**config.mk**
```make
export PLATFORM = sky130hd
export DESIGN_NAME = blk66_encoder
export DESIGN_NICKNAME = d
export VERILOG_FILES = /design/src/rtl/blk66_pkg.sv /design/src/rtl/blk66_scr_core.sv /design/src/rtl/blk66_out_stage.sv /design/src/rtl/blk66_encoder.sv
export SDC_FILE = /design/constraint.sdc
export NUM_CORES = 1
export LEC_CHECK = 0
export BUFFER_PORTS_ARGS = -buffer_cell sky130_fd_sc_hd__buf_2
export CAP_MARGIN = 20
export CORE_MARGIN = 2
export CORE_UTILIZATION = 50
export DETAILED_ROUTE_END_ITERATION = 7
export GPL_ROUTABILITY_DRIVEN = 0
export PLACE_DENSITY = 0.74
export RECOVER_POWER = 25
export SYNTH_ARGS = -nofsm -noshare
export SYNTH_HDL_FRONTEND = slang
export SYNTH_HIERARCHICAL = 1
export SYNTH_SLANG_ARGS = --single-unit
```
**constraint.sdc**
```tcl
create_clock -name clk -period 2.5 [get_ports clk]
set_clock_uncertainty 0.05 [all_clocks]
set_input_delay 0.25 -clock clk [delete_from_list [all_inputs] [get_ports clk]]
set_output_delay 0.25 -clock clk [all_outputs]
set_load 0.005 [all_outputs]
```
**src/rtl/blk66_pkg.sv**
```systemverilog
package blk66_pkg;

  typedef enum logic [1:0] {
    HDR_DATA = 2'b01,
    HDR_CTRL = 2'b10
  } sync_hdr_e;

  function automatic sync_hdr_e pick_hdr(input logic is_ctrl);
    return is_ctrl ? HDR_CTRL : HDR_DATA;
  endfunction

endpackage

```
**src/rtl/blk66_scr_core.sv**
```systemverilog
module blk66_scr_core #(
  parameter int PAY_W = 64,
  parameter int TAP_A = 39,
  parameter int TAP_B = 58,
  parameter logic [TAP_B-1:0] SEED = 58'h1_2345_6789_ABCD
) (
  input  logic             clk,
  input  logic             rst,
  input  logic             advance,
  input  logic [PAY_W-1:0] din,
  output logic [PAY_W-1:0] dout
);
  localparam int HIST_W = TAP_B;

  // hist_q[k] is the scrambled bit k+1 positions back
  logic [HIST_W-1:0] hist_q;
  logic [HIST_W-1:0] hist_work;
  logic              sbit;

  always_comb begin
    hist_work = hist_q;
    dout      = '0;
    sbit      = 1'b0;
    for (int i = 0; i < PAY_W; i++) begin
      sbit      = din[i] ^ hist_work[TAP_A-1] ^ hist_work[TAP_B-1];
      dout[i]   = sbit;
      hist_work = {hist_work[HIST_W-2:0], sbit};
    end
  end

  always_ff @(posedge clk) begin
    if (rst) begin
      hist_q <= SEED;
    end else if (advance) begin
      hist_q <= hist_work;
    end
  end

endmodule

```
**src/rtl/blk66_out_stage.sv**
```systemverilog
module blk66_out_stage
  import blk66_pkg::*;
#(
  parameter int PAY_W = 64
) (
  input  logic             clk,
  input  logic             rst,
  input  logic             in_valid,
  input  sync_hdr_e        hdr,
  input  logic             bypass,
  input  logic [PAY_W-1:0] raw_pay,
  input  logic [PAY_W-1:0] scr_pay,
  output logic             out_valid,
  output logic [PAY_W+1:0] out_block
);
  localparam int BLK_W = PAY_W + 2;

  logic [PAY_W-1:0] pay_sel;
  logic [BLK_W-1:0] blk_next;

  always_comb begin
    pay_sel  = bypass ? raw_pay : scr_pay;
    blk_next = {pay_sel, logic'(hdr[1]), logic'(hdr[0])};
  end

  always_ff @(posedge clk) begin
    if (rst) begin
      out_valid <= 1'b0;
      out_block <= '0;
    end else begin
      out_valid <= in_valid;
      if (in_valid) begin
        out_block <= blk_next;
      end
    end
  end

endmodule

```
**src/rtl/blk66_encoder.sv**
```systemverilog
module blk66_encoder
  import blk66_pkg::*;
#(
  parameter int PAY_W = 64,
  parameter int TAP_A = 39,
  parameter int TAP_B = 58,
  parameter logic [TAP_B-1:0] SEED = 58'h1_2345_6789_ABCD
) (
  input  logic             clk,
  input  logic             rst,
  input  logic             in_valid,
  input  logic             in_ctrl,
  input  logic [PAY_W-1:0] in_payload,
  input  logic             bypass,
  output logic             out_valid,
  output logic [PAY_W+1:0] out_block
);
  sync_hdr_e        hdr;
  logic [PAY_W-1:0] scr_pay;
  logic             scr_adv;

  assign hdr     = pick_hdr(in_ctrl);
  assign scr_adv = in_valid & ~bypass;

  blk66_scr_core #(
    .PAY_W(PAY_W), .TAP_A(TAP_A), .TAP_B(TAP_B), .SEED(SEED)
  ) u_scr (
    .clk(clk), .rst(rst), .advance(scr_adv), .din(in_payload), .dout(scr_pay)
  );

  blk66_out_stage #(.PAY_W(PAY_W)) u_out (
    .clk(clk), .rst(rst), .in_valid(in_valid), .hdr(hdr), .bypass(bypass),
    .raw_pay(in_payload), .scr_pay(scr_pay),
    .out_valid(out_valid), .out_block(out_block)
  );

endmodule

```
==> results.sh, run 1 <==
export IMPL_clk_latency_ns=0.41
export IMPL_grt_max_degree=84
export IMPL_row_count=42
export IMPL_synth_distinct_cells=33
export IMPL_holdPathStages=3
export IMPL_r2r_cells=4
export IMPL_syn_area_per_cell_um2=10.7
export IMPL_fin_ws_ns=0.744
export IMPL_layout_nets=803
export IMPL_cts_resized=0
export IMPL_fin_crit_ns=1.76
export IMPL_drtAntennaViolNets=0
export IMPL_synth_seq_cells=125
export IMPL_startpoint_type="register"
export IMPL_num_vias=5044
export IMPL_avgRoutedWirePerCell_um=18.8
export IMPL_reg2reg_from="u_scr/hist_q[20]$_SDFFE_PP0P_"
export IMPL_slowest_delay_ns=0.50
export IMPL_required_ns=2.77
export IMPL_final_common_cell="dfxtp_1"
export IMPL_regToRegSetupSlack_ns=0.74
export IMPL_io_pins=136
export IMPL_async_reset_ff_frac=0
export IMPL_cts_setup_buffers=0
export IMPL_grt_antenna_before_repair=0
export IMPL_highest_layer="met4"
export IMPL_reg2reg_to="u_out/out_block[59]$_SDFFE_PP0P_"
export IMPL_min_delay_path_class="input port to register"
export IMPL_regArea_um2=2500
export IMPL_core_um2=13100
export IMPL_drive_gt1_frac=0.236
export IMPL_drc=0
export IMPL_viasPerCell=5.46
export IMPL_synthCells=618
export IMPL_leakage_nw=3.55
export IMPL_setup_violations=0
export IMPL_overflow=0
export IMPL_yosys_warnings=6
export IMPL_fillCellCount=1084
export IMPL_numCtsBuffers=17
export IMPL_critPathKind="register to register"
export IMPL_hold_viol_final=0
export IMPL_clock_path_buffers=2
export IMPL_met3_length_um=1180
export IMPL_synth_yosys_seq_area_share=0.378
export IMPL_cp_cell_sequence="xor3_1 -> xnor2_1 -> mux2i_1 -> a211oi_1"
export IMPL_cts_root_buf="clkbuf_16"
export IMPL_hold_end="u_out/out_block[1]$_SDFFE_PP0P_"
export IMPL_power_mw=6.36
export IMPL_status="finished clean"
export IMPL_hold_buffers=0
export IMPL_vdd_drop_max_mv=0.568
export IMPL_dr_first_iter_drc_count=367
export IMPL_ys_flop_type="dfxtp_1"
export IMPL_worstMarginPinSlew_ns=1.12
export IMPL_wirelength_um=17300
export IMPL_power_density_nw_per_um2=803
export IMPL_insertedDiodeCount=0
export IMPL_grt_pass1_vias=5058
export IMPL_period_share=0.702
export IMPL_cp_arrival_ns=2.03
export IMPL_dp_hpwl_um=12400
export IMPL_die_w_um=119
export IMPL_maxCapViolations=0
export IMPL_io_buffer_count=135
export IMPL_grt_pass1_wl_um=27300
export IMPL_mostFrequentLayoutCells="125 x dfxtp_1, 114 x buf_2, 92 x nor2_1"
export IMPL_fin_util=0.605
export IMPL_cpMaxStageDelayCell="xor3_1"
export IMPL_drt_pre_antenna_iters=5
export IMPL_multiInputGateArea_um2=3800
export IMPL_area_growth_pct=19.6
export IMPL_dp_slack_ns=0.472
export IMPL_tns_ns=0
export IMPL_initial_core_util=0.506
export IMPL_die_area_um2=14200
export IMPL_met1_length_um=7900
export IMPL_die_y_um=119
export IMPL_drv_slew=0
export IMPL_crit_start="u_scr/hist_q[20]$_SDFFE_PP0P_"
export IMPL_cts_clk_slew_worst_paths_ns=0.06
export IMPL_grt_usage=0.249
export IMPL_min_from="in_ctrl"
export IMPL_route_met2_wl_um=7760
export IMPL_rsz0062_at_grt="no"
export IMPL_syn_area_um2=6620
export IMPL_synth_nets=687
export IMPL_setup_worst_path_end_class="register"
export IMPL_clock_sinks=125
export IMPL_synth_edff_count=0
export IMPL_fmax_mhz=569
export IMPL_relSlewSlack=0.254
export IMPL_cts_tree="built"
export IMPL_htreeDepth=4
export IMPL_cp_max_fo=3
## synth_stat cells, types with 2 or more instances
cell type	count	area, um2
xor3_1	30	713
nor2_1	92	345
xor3_2	2	50.1
xor2_1	19	166
nand3b_1	5	37.5
dfxtp_1	125	2500
buf_8	6	90.1
a21oi_1	14	70.1
xnor3_1	2	45.0
buf_4	4	30.0
or4b_1	3	30.0
nand3_1	3	15.0
o311ai_0	3	26.3
clkbuf_1	16	60.1
o21bai_1	2	15.0
mux2i_1	88	881
xnor2_1	48	420
a21bo_2	14	140
buf_1	4	15.0
a211oi_1	64	480
or3_1	3	18.8
o221ai_1	8	70.1
nor2b_1	11	68.8
inv_1	4	15.0
nand2_1	16	60.1
buf_2	17	85.1
a211o_1	9	78.8
## where the power goes
part / internal, mW / switching, mW
Sequential: 2.18 / 0.158
Combinational: 0.700 / 0.685
Clock: 1.75 / 0.891
## sequential cells by signal (all words and copies together) (netlist names)
name / cells
u_out/out_block: 66
u_out/out_valid: 1
u_scr/hist_q: 58
## worst max-delay path by stage
stage                                  endpoint  depth (start not counted)
6_report       u_out/out_block[59]$_SDFFE_PP0P_                          4
5_1_grt        u_out/out_block[59]$_SDFFE_PP0P_                          4
3_3_place_gp   u_out/out_block[59]$_SDFFE_PP0P_                          4
3_5_place_dp   u_out/out_block[59]$_SDFFE_PP0P_                          5
4_1_cts        u_out/out_block[57]$_SDFFE_PP0P_                          4
2_1_floorplan  u_out/out_block[65]$_SDFFE_PP0P_                          5
## cells by family (layout without fill, tap and decap cells)
logic type / Yosys count / in the layout / share of synthesized area
AO/OA/AOI/OAI: 114 / 114 / 0.133
XOR/XNOR: 103 / 103 / 0.219
buffers and inverters: 53 / 182 / 0.0469
multiplexers: 88 / 88 / 0.133
flip-flops: 125 / 125 / 0.378
AND/OR/NAND/NOR: 135 / 135 / 0.0900
## metal layers
metal  vias up  track usage
met4         0        0.100
li1       2431            -
met1      2381        0.343
met2       198        0.374
met3        34       0.0637
met5         -            0
## cell type report
| type | instances | area share |
|---|---|---|
| clock buffer | 22 | 0.0599 |
| clock inverter | 10 | 0.0204 |
| tap | 176 | 0.0278 |
| sequential | 125 | 0.316 |
| multi-input combinational | 440 | 0.480 |
| timing repair buffer | 145 | 0.0929 |
| inverter | 5 | 0.00237 |
## through the flow
stage / std cells / area [um2] / hold slack [ns]
after global placement: 891 / 7300 / 0.420
after CTS: 923 / 7940 / 0.0404
final: 923 / 7920 / 0.0497
after detailed placement: 891 / 7300 / 0.427
after floorplan: 618 / 6620 / 0.347
after global routing: 923 / 7920 / 0.0420
## critical path, delay by kind of cell (launching register included)
family	cells	cell delay [ns]
AOI/OAI and AO/OA	1	0.30
xor gates and xnor gates	2	0.77
DFF	1	0.40
muxes	1	0.16
Power figures use the tool's default switching activity.
==> inputs of run 2 (changes only) <==
==> constraint.sdc (replaced) <==
create_clock -name clk -period 1.8 [get_ports clk]
set_clock_uncertainty 0.05 [all_clocks]
set_input_delay 0.18 -clock clk [delete_from_list [all_inputs] [get_ports clk]]
set_output_delay 0.18 -clock clk [all_outputs]
set_load 0.005 [all_outputs]
==> run 2 against run 1 <==
Compared with the run above:
- critical path depth did not move
- core utilization increased by 0.74 points
- count of clock-buffer cells in the layout is 3 lower
- critical path type unchanged
- die area stayed put
- fmax increased by 3.1%
- critical endpoint is now u_out/out_block[58]$_SDFFE_PP0P_
- register-to-register slack lost 0.65 ns
- non-clock buffer count grew 15
- design area increased by 1.2%
- worst setup slack got worse by 0.65 ns
==> results.sh, run 2 (synthesized netlist as in run 1, its figures left out) <==
export IMPL_min_delay_path_class="input port to register"
export IMPL_dpl_cell_count=905
export IMPL_startpoint_type="register"
export IMPL_clock_path_buffers=2
export IMPL_cp_max_fo=3
export IMPL_wirelength_um=18800
export IMPL_grt_pass1_wl_um=28300
export IMPL_die_w_um=119
export IMPL_instances_no_fill=939
export IMPL_leakage_nw=3.62
export IMPL_numCtsBuffers=17
export IMPL_final_common_cell="dfxtp_1"
export IMPL_num_vias=5221
export IMPL_drv_slew=0
export IMPL_io_pins=136
export IMPL_fmax_mhz=587
export IMPL_largest_reg_flops=66
export IMPL_grt_usage=0.263
export IMPL_grt_antenna_before_repair=1
export IMPL_finalInstanceArea_um2=8010
export IMPL_die_y_um=119
export IMPL_hold_viol_final=0
export IMPL_area_growth_pct=21.1
export IMPL_mostFrequentLayoutCells="125 x dfxtp_1, 119 x buf_2, 92 x nor2_1"
export IMPL_fin_crit_ns=1.70
export IMPL_required_ns=2.08
export IMPL_maxCapViolations=0
export IMPL_reg_top3="u_out/out_block: 66 flops, u_scr/hist_q: 58 flops, u_out/out_valid: 1 flops"
export IMPL_clk_latency_ns=0.42
export IMPL_cts_root_buf="clkbuf_16"
export IMPL_dr_first_iter_drc_count=435
export IMPL_fin_util=0.612
export IMPL_dp_hpwl_um=13200
export IMPL_avgRoutedWirePerCell_um=20.0
export IMPL_viasPerCell=5.56
export IMPL_cts_setup_buffers=0
export IMPL_status="finished clean"
export IMPL_rsz0062_at_grt="no"
export IMPL_row_count=42
export IMPL_critPathKind="register to register"
export IMPL_clock_sinks=125
export IMPL_drive_gt1_frac=0.260
export IMPL_grt_pass1_vias=5103
export IMPL_setup_worst_path_end_class="register"
export IMPL_vdd_drop_max_mv=0.639
export IMPL_power_mw=8.58
export IMPL_core_um2=13100
export IMPL_grt_max_degree=132
export IMPL_io_buffer_count=135
export IMPL_overflow=0
export IMPL_worstMarginPinSlew_ns=1.11
export IMPL_die_area_um2=14200
export IMPL_htreeDepth=4
export IMPL_initial_core_util=0.506
export IMPL_setup_violations=0
export IMPL_cts_clk_slew_worst_paths_ns=0.06
export IMPL_power_density_nw_per_um2=1070
export IMPL_regMostFlops="u_out/out_block"
export IMPL_tns_ns=0
export IMPL_relSlewSlack=0.258
export IMPL_drtAntennaViolNets=0
export IMPL_placed_cell_area_um2=7450
export IMPL_layout_nets=818
export IMPL_period_share=0.946
export IMPL_cts_tree="built"
export IMPL_drc=0
export IMPL_cp_arrival_ns=1.98
export IMPL_drt_pre_antenna_iters=5
run 2: cell types whose count changed in the layout (fill, tap and decap cells not counted), sizes merged:
| cell | before | now |
|---|---|---|
| buf | 128 | 144 |
| bufinv | 4 | 1 |
| clkbuf | 39 | 34 |
| clkinv | 4 | 7 |
| clkinvlp | 3 | 5 |
| diode | 0 | 1 |
| dlygate4sd3 | 0 | 1 |
| inv | 4 | 5 |
run 2: path summary, 6_finish.rpt:
| path | from | endpoint | slack (ns) | cells past startpoint |
|---|---|---|---|---|
| max | u_scr/hist_q[21]$_SDFFE_PP0P_ | u_out/out_block[58]$_SDFFE_PP0P_ | 0.1 | 4 |
| min | in_payload[62] | u_out/out_block[64]$_SDFFE_PP0P_ | 0.08 | 3 |
| max reg2reg | u_scr/hist_q[21]$_SDFFE_PP0P_ | u_out/out_block[58]$_SDFFE_PP0P_ | 0.1 | 4 |
| min reg2reg | u_out/out_block[43]$_SDFFE_PP0P_ | u_out/out_block[43]$_SDFFE_PP0P_ | 0.43 | 2 |
run 2: timing repair:
item / CTS / global route
endpoints found under the hold margin: 1 / 0
gates resized for setup: 0 / 1
hold buffers: 1 / 0
endpoints found under the setup margin: 0 / 1
run 2: critical path: stages (launching register included):
cell and delay (ns):
dfxtp_1 0.37, xor3_1 0.48, xnor2_1 0.29, mux2i_1 0.15, a211oi_1 0.27
run 2: power by group:
part           internal, mW  switching, mW  total [mW]  leakage, nW
clock network          1.97           1.33        3.31        0.267
registers              3.03          0.205        3.23         1.03
logic                  1.03           1.02        2.05         2.32
run 2: area by class of cell:
cell class / instances / area (um2)
Antenna cell: 1 / 2.50
Clock buffer: 19 / 453
Clock inverter: 13 / 118
Fill cell: 1059 / 5070
Inverter: 5 / 18.8
Multi-Input combinational cell: 440 / 3810
Sequential cell: 125 / 2500
Tap cell: 176 / 220
Timing Repair Buffer: 160 / 890
run 2: metal layers:
layer | vias to the layer above | global-route usage | routed length, um
met3 | 50 | 0.0575 | 1540
met5 | - | 0 | 0
li1 | 2450 | - | -
met4 | 0 | 0.124 | 731
met1 | 2435 | 0.369 | 8470
met2 | 286 | 0.384 | 8060
run 2: metrics by stage:
step | setup slack, ns | hold slack [ns]
3_3_place_gp | 0.197 | 0.384
2_1_floorplan | 0.359 | 0.277
5_1_grt | 0.0334 | 0.0880
4_1_cts | 0.117 | 0.0814
3_5_place_dp | 0.126 | 0.408
6_report | 0.0964 | 0.0850
==> inputs of run 3 (changes only) <==
--- a/config.mk
+++ b/config.mk
@@ -8,10 +8,11 @@
 export BUFFER_PORTS_ARGS = -buffer_cell sky130_fd_sc_hd__buf_2
 export CAP_MARGIN = 20
 export CORE_MARGIN = 2
-export CORE_UTILIZATION = 50
+export CORE_UTILIZATION = 52
+export CTS_BUF_LIST = sky130_fd_sc_hd__clkbuf_4
 export DETAILED_ROUTE_END_ITERATION = 7
 export GPL_ROUTABILITY_DRIVEN = 0
-export PLACE_DENSITY = 0.74
+export PLACE_DENSITY = 0.79
 export RECOVER_POWER = 25
 export SYNTH_ARGS = -nofsm -noshare
 export SYNTH_HDL_FRONTEND = slang
==> constraint.sdc (replaced) <==
create_clock -name clk -period 1.5 [get_ports clk]
set_clock_uncertainty 0.05 [all_clocks]
set_input_delay 0.15 -clock clk [delete_from_list [all_inputs] [get_ports clk]]
set_output_delay 0.15 -clock clk [all_outputs]
set_load 0.005 [all_outputs]
==> run 3 against run 2 <==
Compared with the run above:
- the run now ends with negative setup slack left
- design area up 8.9%
- register-to-register slack worse by 0.14 ns
- worst setup slack worse by 0.14 ns
- die area down 3.7%
- combinational power up 52%
- via count up 14%
- non-clock buffer count up 101
- sequential share of layout area down 2.4 points
- clock power down 37%
- count of clock-buffer cells in the layout down 2
- critical endpoint is now u_out/out_block[21]$_SDFFE_PP0P_
- largest power group is now sequential cells
- highest routed layer unchanged
==> results.sh, run 3 (synthesized netlist as in run 1, its figures left out) <==
export IMPL_mostFrequentLayoutCells="131 x buf_2, 114 x dfxtp_1, 92 x nor2_1"
export IMPL_row_count=41
export IMPL_cts_tree="built"
export IMPL_crit_start="u_scr/hist_q[19]$_SDFFE_PP1P_"
export IMPL_reg_top3="u_out/out_block: 66 flops, u_scr/hist_q: 58 flops, u_out/out_valid: 1 flops"
export IMPL_reg2reg_from="u_scr/hist_q[19]$_SDFFE_PP1P_"
export IMPL_relSlewSlack=0.617
export IMPL_die_area_um2=13600
export IMPL_cts_root_buf="clkbuf_4"
export IMPL_hold_viol_final=0
export IMPL_drtAntennaViolNets=0
export IMPL_die_w_um=117
export IMPL_clock_path_buffers=2
export IMPL_overflow=0
export IMPL_min_delay_path_class="input port to register"
export IMPL_wirelength_um=21700
export IMPL_drive_gt1_frac=0.340
export IMPL_area_growth_pct=31.8
export IMPL_worstMarginPinSlew_ns=0.575
export IMPL_p_switching_mw=3.03
export IMPL_grt_max_degree=132
export IMPL_avgRoutedWirePerCell_um=21.0
export IMPL_final_common_cell="buf_2"
export IMPL_clock_power_share=0.231
export IMPL_drt_pre_antenna_iters=5
export IMPL_cp_max_fo=3
export IMPL_regArea_um2=2520
export IMPL_vdd_drop_max_mv=0.551
export IMPL_crit_end="u_out/out_block[21]$_SDFFE_PP0P_"
export IMPL_drc=0
export IMPL_grt_pass1_wl_um=30300
export IMPL_clock_sinks=125
export IMPL_num_vias=5969
export IMPL_die_y_um=117
export IMPL_layout_nets=919
export IMPL_r2r_cells=4
export IMPL_regToRegSetupSlack_ns=-0.04
export IMPL_period_share=1.03
export IMPL_fillCellCount=912
export IMPL_fin_crit_ns=1.54
export IMPL_startpoint_type="register"
export IMPL_fmax_mhz=648
export IMPL_cpMaxStageDelayCell="xor3_1"
export IMPL_grt_pass1_vias=5552
export IMPL_drv_slew=0
export IMPL_cp_cell_sequence="buf_4 -> xor3_1 -> mux2i_1 -> a211oi_1"
export IMPL_seq_power_share=0.426
export IMPL_dp_slack_ns=-0.112
export IMPL_dr_first_iter_drc_count=605
export IMPL_rsz0062_at_grt="yes"
export IMPL_io_buffer_count=135
export IMPL_slowest_delay_ns=0.47
export IMPL_cts_clk_slew_worst_paths_ns=0.11
export IMPL_reg2reg_to="u_out/out_block[21]$_SDFFE_PP0P_"
export IMPL_p_int_mw=6.06
export IMPL_regMostFlops="u_out/out_block"
export IMPL_maxCapViolations=0
export IMPL_grt_antenna_before_repair=1
export IMPL_dp_hpwl_um=13700
export IMPL_power_density_nw_per_um2=1040
export IMPL_tns_ns=-0.287
export IMPL_swShare=0.333
export IMPL_leakage_nw=4.04
export IMPL_critPathKind="register to register"
export IMPL_fin_ws_ns=-0.0433
export IMPL_io_pins=136
export IMPL_cp_arrival_ns=1.89
export IMPL_status="complete, but fails checks"
export IMPL_combinationalPowerShare=0.343
export IMPL_core_um2=12500
export IMPL_largest_reg_flops=66
export IMPL_numCtsBuffers=17
export IMPL_multiInputGateArea_um2=3940
export IMPL_clk_latency_ns=0.53
export IMPL_initial_core_util=0.529
export IMPL_violations="negative setup slack"
export IMPL_htreeDepth=4
export IMPL_grt_usage=0.299
export IMPL_required_ns=1.85
export IMPL_viasPerCell=5.76
export IMPL_setup_violations=12
export IMPL_setup_worst_path_end_class="register"
-- run 3: cell types whose count changed in the layout (fill, tap and decap cells not counted), moves of 12 or more --
cell and delta:
xnor2_1 -12, clkbuf_1 -13, buf_2 +12, xnor2_2 +12, clkbuf_16 -17, buf_4 +51
dlygate4sd3_1 +54, clkbuf_4 +17
-- run 3: routing by layer --
layer  share of wire  track usage  wire length, um  vias to the layer above
li1                -            -                -                     2657
met1            0.40        0.398             8650                     2800
met2            0.45        0.457             9770                      420
met3            0.11       0.0726             2390                       92
met4           0.042        0.147              922                        0
met5               0            0                0                        -
-- run 3: metrics by stage --
stage | utilization | instances | hold slack [ns] | area [um2] | power (mW)
after global routing | 0.697 | 1036 | 0.00961 | 8720 | 9.41
after CTS | 0.686 | 1033 | 0.00609 | 8590 | 8.79
final | 0.697 | 1036 | 0.00368 | 8720 | 9.08
after floorplan | - | 618 | 0.247 | 6620 | 5.54
after global placement | 0.620 | 945 | 0.354 | 7760 | 6.52
after detailed placement | 0.620 | 945 | 0.380 | 7760 | 6.60
-- run 3: how the worst min path moves through the flow --
| stage | from | to | slack, ns | cells after the start |
|---|---|---|---|---|
| final | in_payload[43] | u_out/out_block[45]$_SDFFE_PP0P_ | 0.004 | 3 |
| after global routing | in_payload[43] | u_out/out_block[45]$_SDFFE_PP0P_ | 0.01 | 3 |
| after floorplan | in_ctrl | u_out/out_block[1]$_SDFFE_PP0P_ | 0.25 | 2 |
| after detailed placement | in_ctrl | u_out/out_block[1]$_SDFFE_PP0P_ | 0.38 | 3 |
| after CTS | in_payload[1] | u_scr/hist_q[4]$_SDFFE_PP0P_ | 0.006 | 4 |
| after global placement | in_ctrl | u_out/out_block[1]$_SDFFE_PP0P_ | 0.35 | 3 |
-- run 3: final cells by class --
| class | count | area share |
|---|---|---|
| Multi-Input combinational cell | 440 | 0.452 |
| Sequential cell | 125 | 0.288 |
| Timing Repair Buffer | 261 | 0.206 |
| Tap cell | 172 | 0.0247 |
| Clock buffer | 17 | 0.0146 |
| Clock inverter | 15 | 0.0122 |
| Inverter | 5 | 0.00215 |
| Antenna cell | 1 | 0.000287 |
-- run 3: timing repair --
item / 4_1_cts / 5_1_grt
setup buffers: 1 / 2
resized for setup: 10 / 32
endpoints found under the hold margin: 64 / 0
pin swaps: 17 / 30
setup endpoints to repair: 16 / 33
hold buffers: 55 / 0
-- run 3: power by group through the flow --
stage                     sequential, mW  combinational, mW  clock [mW]
after floorplan                     3.90               1.64           0
after global placement              3.90               2.62           0
after detailed placement            3.92               2.68           0
after CTS                           3.85               2.85        2.09
after global routing                3.89               3.26        2.25
final                               3.87               3.12        2.10
-- run 3: worst max-delay path, delay by kind of cell, from the launching register on --
kind            cells  cell delay (ns)
buf+inv             1             0.17
mux                 1             0.22
xor+xnor            1             0.47
flops               1             0.39
compound gates      1             0.12
